$ cat src/rtl/legacy_ctl_port_pkg.sv
package legacy_ctl_port_pkg;
    localparam int BYTE_W = 8;
    // control bit positions (software visible)
    localparam int B_GATE   = 0;
    localparam int B_SPK    = 1;
    localparam int B_CLRSE  = 2;
    localparam int B_CLRIC  = 3;
    // status bit positions
    localparam int B_REFR   = 4;
    localparam int B_T2     = 5;
    localparam int B_IOCHK  = 6;
    localparam int B_SERR   = 7;
    localparam int CTL_W    = 4;

    typedef enum logic {
        LAT_IDLE = 1'b0,
        LAT_HELD = 1'b1
    } lat_state_t;
endpackage

$ cat src/rtl/pin_sync.sv
module pin_sync #(
    parameter int   STAGES  = 2,
    parameter logic RST_VAL = 1'b1
) (
    input  logic clk,
    input  logic rst_n,
    input  logic d_i,
    output logic q_o
);
    logic [STAGES-1:0] chain_q;

    generate
        if (STAGES == 1) begin : g_one
            always_ff @(posedge clk or negedge rst_n) begin
                if (!rst_n) chain_q <= RST_VAL;
                else        chain_q <= d_i;
            end
        end else begin : g_many
            always_ff @(posedge clk or negedge rst_n) begin
                if (!rst_n) chain_q <= {STAGES{RST_VAL}};
                else        chain_q <= {chain_q[STAGES-2:0], d_i};
            end
        end
    endgenerate

    assign q_o = chain_q[STAGES-1];
endmodule

$ cat src/rtl/err_latch.sv
module err_latch
    import legacy_ctl_port_pkg::*;
(
    input  logic clk,
    input  logic rst_n,
    input  logic set_i,
    input  logic clr_i,
    output logic flag_o
);
    lat_state_t state_q, state_d;

    always_ff @(posedge clk or negedge rst_n) begin
        if (!rst_n) state_q <= LAT_IDLE;
        else        state_q <= state_d;
    end

    always_comb begin
        state_d = state_q;
        unique case (state_q)
            LAT_IDLE: if (!clr_i && set_i) state_d = LAT_HELD;
            LAT_HELD: if (clr_i)           state_d = LAT_IDLE;
            default:                       state_d = LAT_IDLE;
        endcase
    end

    // clear masks the visible value at once
    always_comb begin
        flag_o = (state_q == LAT_HELD) && !clr_i;
    end
endmodule

$ cat src/rtl/legacy_ctl_port.sv
module legacy_ctl_port
    import legacy_ctl_port_pkg::*;
#(
    parameter int               ADDR_W      = 16,
    parameter logic [ADDR_W-1:0] PORT_ADDR  = 16'h0061,
    parameter int               SYNC_STAGES = 2
) (
    input  logic              clk,
    input  logic              rst_n,
    input  logic [ADDR_W-1:0] io_addr,
    input  logic              io_wr,
    input  logic              io_rd,
    input  logic [7:0]        io_wdata,
    output logic [7:0]        io_rdata,
    input  logic              timer2_out,
    input  logic              refresh_tog,
    input  logic              sys_err_n,
    input  logic              io_chk_n,
    input  logic              bus_err_msg,
    input  logic              nmi_mask,
    output logic              timer2_gate,
    output logic              speaker,
    output logic              nmi_req
);
    logic             addr_hit;
    logic [CTL_W-1:0] ctl_q;
    logic             serr_pin_s, iochk_pin_s;
    logic             serr_seen, iochk_seen;
    logic [7:0]       port_val;

    assign addr_hit = (io_addr == PORT_ADDR);

    // control nibble: only bits 3:0 are stored
    always_ff @(posedge clk or negedge rst_n) begin
        if (!rst_n)                  ctl_q <= '0;
        else if (io_wr && addr_hit)  ctl_q <= io_wdata[CTL_W-1:0];
    end

    pin_sync #(.STAGES(SYNC_STAGES), .RST_VAL(1'b1)) u_sync_serr (
        .clk(clk), .rst_n(rst_n), .d_i(sys_err_n), .q_o(serr_pin_s)
    );
    pin_sync #(.STAGES(SYNC_STAGES), .RST_VAL(1'b1)) u_sync_iochk (
        .clk(clk), .rst_n(rst_n), .d_i(io_chk_n), .q_o(iochk_pin_s)
    );

    err_latch u_lat_serr (
        .clk(clk), .rst_n(rst_n),
        .set_i(!serr_pin_s), .clr_i(ctl_q[B_CLRSE]), .flag_o(serr_seen)
    );
    err_latch u_lat_iochk (
        .clk(clk), .rst_n(rst_n),
        .set_i(!iochk_pin_s || bus_err_msg), .clr_i(ctl_q[B_CLRIC]), .flag_o(iochk_seen)
    );

    always_ff @(posedge clk or negedge rst_n) begin
        if (!rst_n) nmi_req <= 1'b0;
        else        nmi_req <= (serr_seen || iochk_seen) && !nmi_mask;
    end

    always_comb begin
        port_val          = '0;
        port_val[CTL_W-1:0] = ctl_q;
        port_val[B_REFR]  = refresh_tog;
        port_val[B_T2]    = timer2_out;
        port_val[B_IOCHK] = iochk_seen;
        port_val[B_SERR]  = serr_seen;
    end

    assign io_rdata    = (io_rd && addr_hit) ? port_val : 8'h00;
    assign timer2_gate = ctl_q[B_GATE];
    assign speaker     = ctl_q[B_SPK] && timer2_out;
endmodule

$ cat config.mk
export PLATFORM = sky130hd
export DESIGN_NAME = legacy_ctl_port
export DESIGN_NICKNAME = d
export VERILOG_FILES = /design/src/rtl/legacy_ctl_port_pkg.sv /design/src/rtl/pin_sync.sv /design/src/rtl/err_latch.sv /design/src/rtl/legacy_ctl_port.sv
export SDC_FILE = /design/constraint.sdc
export NUM_CORES = 1
export LEC_CHECK = 0
export BUFFER_PORTS_ARGS = -buffer_cell sky130_fd_sc_hd__buf_2
export CORE_MARGIN = 2
export CORE_UTILIZATION = 31
export CTS_CLUSTER_SIZE = 20
export DETAILED_ROUTE_END_ITERATION = 8
export PLACE_DENSITY_LB_ADDON = 0.2
export SYNTH_ARGS = -nofsm -noshare
export SYNTH_HDL_FRONTEND = slang
export SYNTH_SLANG_ARGS = --single-unit
$ cat constraint.sdc
create_clock -name clk -period 1.16 [get_ports clk]
set_clock_uncertainty 0.1 [all_clocks]
set_input_delay 0 -clock clk [delete_from_list [all_inputs] [get_ports clk]]
set_output_delay 0 -clock clk [all_outputs]
set_load 0.01 [all_outputs]
# --- Yosys cells after proc, flatten, opt, wreduce, memory -nomap -nowiden ---
# Index checks and enable logic that the tools add are counted.
classes:
  n_eq_ne: 1
  muxes: 7
  bitwise_logic: 2
  n_reduce_logical: 15
op_table:
  columns: ["op", "count"]
  rows:
  - ["$eq 16x7->1 const B", 1]
  - ["$logic_and 1x1->1", 8]
  - ["$mux 8", 1]
  - ["$logic_not 1->1", 5]
  - ["$mux 1", 4]
  - ["$pmux 1 s2", 2]
  - ["$logic_or 1x1->1", 2]
  - ["$not 1->1", 2]
word_totals:
  regBits: 11
  input_bits: 34
  out_inout_bits: 11
  wordCells: 31

# --- Depth between registers and ports, before layout ---
# Gate-level depths: netlist of the first run.
depth:
  depth_word: 5
  depth_mapped: 4
  ltp_nobuf: 4

# --- Modules after synthesis ---
# From an unflattened synthesis of the first run, not the netlist that was laid out.
unflattened:
  hier_cells: 42
  area_unflattened_um2: 566.8
modules_own_cells:
  columns: ["module", "instances", "cells_per_inst", "area_each_um2", "seq_area_each_um2"]
  rows:
  - ["legacy_ctl_port", 1, 32, 379.1, 125.1]
  - ["pin_sync", 2, 2, 52.6, 52.6]
  - ["err_latch", 2, 3, 41.3, 25.0]

# --- Least setup slack after synthesis of the first run ---
# No wires, ideal clock.
synth_timing:
  path_type: "in2reg"
  from: "in io_addr[9]"
  to: "reg ctl_q[0]"
  setup_ns: 0.127
  arrival_time_ns: 1.183
  required_ns: 0.933
  setup_slack_ns: -0.251
  cell_stages: 4
  n_path_buf: 0
  cell_sequence: "or4_1 -> nor2_1 -> and4_4 -> mux2_1"
synth_between:
  elab_chain_cells: 2
synth_rtl:
  columns: ["element", "line_no", "text"]
  rows:
  - ["start: declaration", "legacy_ctl_port.sv:10", "input logic [ADDR_W-1:0] io_addr,"]
  - ["$eq 16x7->1", "legacy_ctl_port.sv:31", "assign addr_hit = (io_addr == PORT_ADDR);"]
  - ["$logic_and 1x1->1", "legacy_ctl_port.sv:36", "else if (io_wr && addr_hit) ctl_q <= io_wdata[CTL_W-1:0];"]
  - ["end signal: assignment", "legacy_ctl_port.sv:36", null]
  - ["end: declaration", "legacy_ctl_port.sv:26", "logic [CTL_W-1:0] ctl_q;"]
# No other way between the ends.
# A chain may end at the register's enable or synchronous reset.

# --- Worst setup path after layout of the first run ---
layout_timing:
  from: "in io_addr[12]"
  to: "out io_rdata[7]"
layout_between:
  elab_chain_cells: 3
layout_rtl:
  columns: ["element", "line_no", "text"]
  rows:
  - ["$eq 16x7->1", "legacy_ctl_port.sv:31", null]
  - ["$logic_and 1x1->1", "legacy_ctl_port.sv:69", "assign io_rdata = (io_rd && addr_hit) ? port_val : 8'h00;"]
  - ["$mux 8", "legacy_ctl_port.sv:69", null]
  - ["end: declaration", "legacy_ctl_port.sv:14", "output logic [7:0] io_rdata,"]
# No other way between the ends.

==> flow_summary.yaml, run 1 <==
clock_tree:
  root_buffer: "clkbuf_4"
  htreeDepth: 1
  clock_tree.buffer_depth: 2
  cts.sinks: 11
  post_cts_buffers: 0
  cts_tree: "yes"
  cts_made_buffers: 3
  path_clk_slew_ps: 70
  clk_latency_ps: 270
routing:
  wl_um: 1050
  drt-initial-drc-count: 1
  ant_nets: 0
  post_drt_wl_per_cell_um: 9.78
  vias: 480
  vias_per_cell: 4.49
  firstDrtPassIters: 2
  remaining_drc_errors: 0
worst_setup_path:
  path_cells: "buf_6, or4_4, nor2_4, and4_4, nor3b_4, buf_2"
  critPathMaxStageDelay_ps: 530
  reg2regPathDepth: 1
  reg2reg_from: "ctl_q[3]$_DFFE_PN0P_"
  worst_path_max_delay_cell: "or4_4"
  path_max_fanout: 8
  crit_path_end_kind: "primary output"
  critical_path_arrival_ps: 1310
  critPathRequiredTime_ps: 1060
  rrSetupSlack_ps: 200
  start_kind: "input port"
  setup.worst_path.start: "io_addr[12]"
  worstSetupPathType: "input port to primary output"
  endpoint: "io_rdata[7]"
  r2r-end: "ctl_q[3]$_DFFE_PN0P_"
yosys:
  synth_top_family_by_area: "simple AND/OR/NAND/NOR gates"
  syn-cell-area_um2: 485
  synthAdderAreaFrac: 0
  synthXorXnorAreaFrac: 0
  synth.area.mux_share: 0.0928
  synth.distinct_cells: 15
  yosysSeqAreaShare: 0.577
  synth_compound_area_frac: 0.0335
  ys_warn_count: 0
  syn_nets: 72
  syn-mean-instance-area_um2: 12.8
  synthSimpleGateAreaFrac: 0.281
  ys_ff_latch: 11
  synthCells: 38
cells_and_area:
  diodes: 0
  nets: 126
  areaGrowthSynthToFinish_pct: 81.4
  finish.instance_area_um2: 881
  drive_above_1_share: 0.648
  fin_cells: 107
timing:
  setup_slack_ps: -253
  slew_headroom: 0.758
  worst_slew_pin_slew_ps: 358
  rsz0062_at_grt: "true"
  setup_viol: 12
  slew_viol_final: 0
  max_freq_mhz: 708
  finalCritPeriodShare: 1.22
  finalHoldViolations: 0
  finalSetupTns_ps: -1930
  period_needed_ps: 1410
global_routing:
  grt_usage: 0.124
  grt_max_degree: 12
  gr-total-overflow: 0
  grt_pass1_wl_um: 1720
  antenna_found_initial: 0
  grt_pass1_vias: 436
power:
  power.density_nw_per_um2: 849
  power.leakage_nw: 0.460
  total_power_w: 0.000748
  vdd_drop_max_v: 0.000793
floorplanning:
  die_x_um: 43.6
  row_count: 14
  dieHeight_um: 43.6
  io_pins: 45
  coreArea_um2: 1490
  start_util: 0.326
  die_area_um2: 1900
place:
  placedCellCount: 94
  port_buffers: 40
  place_ws_ps: -400
  place_area_um2: 718
  gp_congestion: 0.705
outcome:
  violations: "negative setup slack"
  status: "complete, but fails checks"
flow_run:
  maxCapViolCount: 0
hold_path:
  hp-class: "input port to async pin"
==> registers in the layout, summed over array words and instances (netlist names) <==
register and cells:
u_sync_iochk.chain_q 2, ctl_q 4, u_lat_iochk.state_q 1, nmi_req 1
u_lat_serr.state_q 1, u_sync_serr.chain_q 2
==> where the power goes <==
group          switching, W  internal [W]
clock              0.000129      0.000128
sequential       0.00000201      0.000398
combinational     0.0000267     0.0000644
==> cell usage in the layout (no fill, tap or decap), types with 3 or more instances in the layout <==
| master | instances |
|---|---|
| buf_2 | 38 |
| dlygate4sd3_1 | 9 |
| and2_1 | 7 |
| dfrtp_1 | 7 |
| mux2_4 | 4 |
| dfstp_2 | 4 |
| clkbuf_4 | 3 |
==> critical path: cells and delay by family <==
family        cells  cell delay (ps)
buf+inv           2              240
simple gates      4             1080
==> final cells by class <==
cell class                 count  area [um2]
multi-input combinational     25         243
clock inverter                 1        5.00
inverter                       2        7.51
fill                         136         608
tap                           16        20.0
timing repair buffer          49         303
sequential                    11         280
clock buffer                   3        22.5
==> cells in the mapped netlist (all sizes together) <==
| cell type | n | share of area |
|---|---|---|
| dfstp | 4 | 0.22 |
| nor3b | 2 | 0.052 |
| inv | 2 | 0.015 |
| nor2b | 1 | 0.013 |
| and2 | 7 | 0.090 |
| mux2 | 4 | 0.093 |
| nor2 | 2 | 0.015 |
| o22ai | 1 | 0.013 |
| or4 | 2 | 0.031 |
| nor4bb | 1 | 0.021 |
| and4 | 2 | 0.041 |
| nor4b | 1 | 0.018 |
| a21oi | 2 | 0.021 |
| dfrtp | 7 | 0.36 |
==> stage by stage <==
step,util,hold slack [ps]
final,0.592,19.4
after global routing,0.592,10.8
after CTS,0.579,14.1
after detailed placement,0.482,-225
after global placement,0.482,-226
after floorplan,-,-396
==> layer usage <==
layer	vias up	wire, um	global-route usage
met5	-	0	0
met4	0	16	0.0727
met3	2	106	0.0375
met2	26	487	0.174
met1	213	436	0.168
li1	239	-	-
==> worst min path at each step <==
stage,startpoint,endpoint,cells past startpoint
after floorplan,rst_n,ctl_q[0]$_DFFE_PN0P_,0
after global placement,rst_n,nmi_req$_DFF_PN0_,1
after detailed placement,rst_n,nmi_req$_DFF_PN0_,1
after CTS,rst_n,nmi_req$_DFF_PN0_,2
after global routing,rst_n,nmi_req$_DFF_PN0_,2
final,rst_n,nmi_req$_DFF_PN0_,2
==> kinds of logic (layout without fill, tap and decap cells) <==
logic type,after synthesis,in the layout
and+or+nand+nor,18,18
AOI/OAI and AO/OA,3,3
buffers and inverters,2,55
muxes,4,4
DFF,11,11
==> what timing repair did <==
item / in CTS / in global routing
endpoints found under the setup margin: 12 / 12
resized for setup: 7 / 5
pin swaps: 6 / 2
endpoints found under the hold margin: 19 / 0
hold buffers: 9 / 0
(Power assumes the default switching activity.)
==> run 2, diff against run 1 <==
REMOVE_ABC_BUFFERS = 1   (was not set)
==> flow_summary.yaml, run 2 (synthesized netlist as in run 1, its figures left out) <==
worst_setup_path:
  critical_path_arrival_ps: 1500
  crit_path_end_kind: "register"
  path_max_fanout: 4
  critPathRequiredTime_ps: 1210
  worstSetupPathType: "input port to register"
  reg2regPathDepth: 1
  rrSetupSlack_ps: 220
  start_kind: "input port"
timing:
  slew_viol_final: 0
  worst_slew_pin_slew_ps: 450
  slew_headroom: 0.696
  rsz0062_at_grt: "true"
  max_freq_mhz: 689
  finalHoldViolations: 0
  timing.hold.ws_ps: 25.5
  period_needed_ps: 1450
  setup_viol: 12
  setup_slack_ps: -291
  finalSetupTns_ps: -2880
  finalCritPeriodShare: 1.25
flow_run:
  maxCapViolCount: 0
cells_and_area:
  drive_above_1_share: 0.645
  areaGrowthSynthToFinish_pct: 81.2
  diodes: 0
  largest_reg_flops: 4
  final_cell_mix: "buf_2, dlygate4sd3_1, and2_1, dfrtp_1"
  finish.instance_area_um2: 880
  reg_top3: "ctl_q x4, u_sync_iochk.chain_q x2, u_sync_serr.chain_q x2"
  fin_cells: 109
  layout_commonest_cell: "buf_2"
  regMostFlops: "ctl_q"
  utilization: 0.591
  nets: 128
global_routing:
  grt_pass1_vias: 485
  grt_pass1_wl_um: 1990
  grt_usage: 0.145
  antenna_found_initial: 0
  grt_max_degree: 12
  gr-total-overflow: 0
power:
  power.leakage_nw: 0.472
  power.density_nw_per_um2: 853
  vdd_drop_max_v: 0.000728
floorplanning:
  io_pins: 45
  die_area_um2: 1900
  coreArea_um2: 1490
  start_util: 0.326
  row_count: 14
  die_x_um: 43.6
  dieHeight_um: 43.6
routing:
  remaining_drc_errors: 0
  drt-initial-drc-count: 1
  wl_um: 1360
  ant_nets: 0
  firstDrtPassIters: 2
  vias: 498
  post_drt_wl_per_cell_um: 12.5
  vias_per_cell: 4.57
clock_tree:
  htreeDepth: 1
  path_clk_slew_ps: 70
  cts_made_buffers: 3
  clock_tree.buffer_depth: 2
  cts.sinks: 11
  clk_latency_ps: 270
  root_buffer: "clkbuf_4"
  cts_tree: "yes"
place:
  dp_hpwl_um: 849
  placedCellCount: 94
  port_buffers: 40
  place_area_um2: 706
  gp_congestion: 0.658
outcome:
  status: "complete, but fails checks"
  violations: "negative setup slack"
hold_path:
  hp-class: "input port to async pin"
## run 2: cell types whose count changed in the layout (fill, tap and decap cells not counted), sizes merged
cell,before,now
clkinv,1,0
clkbuf,3,4
buf,40,42
## run 2: final cells by class
cell class	instances	area (um2)
repair buffers	51	315
multi-input cells	25	230
well taps	16	20.0
flip-flops and latches	11	280
clock buffers	4	26.3
fillers	135	609
inverters	2	7.51
## run 2: path summary, 6_finish.rpt
| check | to | from |
|---|---|---|
| setup / recovery | ctl_q[3]$_DFFE_PN0P_ | io_addr[2] |
| min in group clk | ctl_q[2]$_DFFE_PN0P_ | io_wr |
| hold / removal | u_lat_serr.state_q$_DFF_PN0_ | rst_n |
| max in group asynchronous | u_sync_serr.chain_q[0]$_DFF_PN1_ | rst_n |
| setup reg to reg | ctl_q[3]$_DFFE_PN0P_ | ctl_q[3]$_DFFE_PN0P_ |
| hold reg to reg | u_sync_serr.chain_q[1]$_DFF_PN1_ | u_sync_serr.chain_q[0]$_DFF_PN1_ |
## run 2: critical path: stages
cell and delay (ps):
buf_6 90, or4_4 540, nor2_4 130, buf_4 110
buf_6 70, and4_4 250, mux2_4 310
## run 2: report_power, final
group | internal (W) | switching, W | leakage, nW
Clock | 0.000133 | 0.000123 | 0.0150
Combinational | 0.0000629 | 0.0000311 | 0.330
Sequential | 0.000398 | 0.00000206 | 0.127
## run 2: layer usage
metal / global-route usage / part of all wire / vias up
met5: 0 / 0 / -
met4: 0.0182 / 0 / 0
met3: 0.0792 / 0.071 / 0
met2: 0.256 / 0.57 / 22
met1: 0.157 / 0.36 / 232
li1: - / - / 244
## run 2: repair_timing
action,4_1_cts,5_1_grt
resized for setup,10,2
endpoints found under the hold margin,19,0
hold buffers,9,0
endpoints found under the setup margin,12,12
buffers inserted,1,1
pin swaps,8,1
## run 2: per-stage QoR
step / setup WS [ps] / power [W]
global placement: -387 / 0.000466
CTS: -259 / 0.000755
global route: -346 / 0.000788
floorplan: -251 / 0.000413
detailed placement: -419 / 0.000468
finish: -291 / 0.000750
==> run 3, diff against run 2 <==
CORE_MARGIN = 3   (was 2)
SKIP_LAST_GASP = 1   (was not set)
==> flow_summary.yaml, run 3 (synthesized netlist as in run 1, its figures left out) <==
global_routing:
  grt_pass1_vias: 457
  grt_max_degree: 12
  grt_pass1_wl_um: 1790
  gr-total-overflow: 0
  grt_usage: 0.122
  antenna_found_initial: 0
cells_and_area:
  largest_reg_flops: 4
  final_cell_mix: "buf_2, dlygate4sd3_1, and2_1, dfrtp_1, dfstp_2"
  diodes: 0
  nFillCells: 115
  regMostFlops: "ctl_q"
  reg_top3: "ctl_q x4, u_sync_iochk.chain_q x2, u_sync_serr.chain_q x2"
  areaGrowthSynthToFinish_pct: 76.3
  layout_commonest_cell: "buf_2"
  drive_above_1_share: 0.626
  nets: 126
worst_setup_path:
  path_max_fanout: 8
  crit_path_end_kind: "primary output"
  worstSetupPathType: "input port to primary output"
  critPathRequiredTime_ps: 1060
  critical_path_arrival_ps: 1290
  path_cells: "buf_6, or4_4, nor2_4, and4_4, nor3b_2, buf_2"
  critPathMaxStageDelay_ps: 530
  start_kind: "input port"
  worst_path_max_delay_cell: "or4_4"
clock_tree:
  path_clk_slew_ps: 60
  root_buffer: "clkbuf_4"
  htreeDepth: 1
  post_cts_buffers: 0
  clk_latency_ps: 260
  cts_made_buffers: 3
  cts.sinks: 11
  clock_tree.buffer_depth: 2
  cts_tree: "yes"
routing:
  remaining_drc_errors: 0
  ant_nets: 0
  vias: 461
  firstDrtPassIters: 1
  post_drt_wl_per_cell_um: 10.3
  vias_per_cell: 4.35
  wl_um: 1100
  drt-initial-drc-count: 0
timing:
  slew_headroom: 0.762
  slew_viol_final: 0
  max_freq_mhz: 722
  timing.hold.ws_ps: 21.3
  setup_slack_ps: -225
  finalHoldViolations: 0
  finalCritPeriodShare: 1.19
  period_needed_ps: 1390
  rsz0062_at_grt: "true"
  finalSetupTns_ps: -1870
  worst_slew_pin_slew_ps: 352
  setup_viol: 12
floorplanning:
  io_pins: 45
  row_count: 13
  die_x_um: 45.6
  start_util: 0.351
  dieHeight_um: 45.6
  die_area_um2: 2080
  coreArea_um2: 1380
flow_run:
  maxCapViolCount: 0
power:
  vdd_drop_max_v: 0.000731
  power.density_nw_per_um2: 855
  power.leakage_nw: 0.461
place:
  place_ws_ps: -414
  port_buffers: 40
  gp_congestion: 0.658
  dp_hpwl_um: 881
hold_path:
  hp-class: "input port to async pin"
outcome:
  status: "complete, but fails checks"
  violations: "negative setup slack"
run 3: cell types whose count changed in the layout (fill, tap and decap cells not counted):
| cell | before | now |
|---|---|---|
| buf_4 | 1 | 0 |
| buf_6 | 2 | 1 |
| mux2_1 | 0 | 1 |
| mux2_4 | 4 | 3 |
run 3: power by group:
part / total (W) / switching [W] / leakage [nW] / internal (W)
registers: 0.000400 / 0.00000199 / 0.127 / 0.000398
clock network: 0.000243 / 0.000111 / 0.0150 / 0.000133
logic: 0.0000890 / 0.0000268 / 0.318 / 0.0000622
run 3: final cells by class:
cell class	instances	area, um2	share of cell area
Inverter	2	7.51	0.00877
Tap cell	15	18.8	0.0219
Clock buffer	4	26.3	0.0307
Timing Repair Buffer	49	297	0.346
Sequential cell	11	280	0.327
Multi-Input combinational cell	25	226	0.265
run 3: what timing repair did:
action                                  in CTS  in global routing
pin swaps                                    8                  0
hold buffers                                 9                  0
endpoints found under the setup margin      12                 12
endpoints found under the hold margin       19                  0
resized for setup                           10                  0
run 3: layer usage:
metal	up-vias	GRT usage	wire [um]
met2	28	0.203	527
li1	240	-	-
met1	193	0.136	447
met4	0	0.0351	0
met3	0	0.0593	122
met5	-	0	0
run 3: path summary, 6_finish.rpt:
check | cells past startpoint | slack [ps] | start | end
worst max-delay path | 6 | -230 | io_addr[2] | io_rdata[6]
max in group asynchronous | 2 | 680 | rst_n | u_sync_serr.chain_q[0]$_DFF_PN1_
min in group clk | 3 | 140 | io_wr | ctl_q[0]$_DFFE_PN0P_
worst max register to register | 1 | 220 | ctl_q[3]$_DFFE_PN0P_ | ctl_q[3]$_DFFE_PN0P_
worst min-delay path | 2 | 20 | rst_n | ctl_q[3]$_DFFE_PN0P_
worst min register to register | 0 | 260 | u_sync_serr.chain_q[0]$_DFF_PN1_ | u_sync_serr.chain_q[1]$_DFF_PN1_
run 3: per-stage QoR:
step	instances	total power [W]	instance area [um2]	util
floorplan	38	0.000413	485	-
global placement	93	0.000466	704	0.510
detailed placement	93	0.000467	704	0.510
CTS	106	0.000747	856	0.619
global route	106	0.000787	856	0.619
finish	106	0.000732	856	0.619
run 3: critical path, delay by kind of cell:
family	cells	cell delay (ps)
buf+inv	2	230
simple gates	4	1050
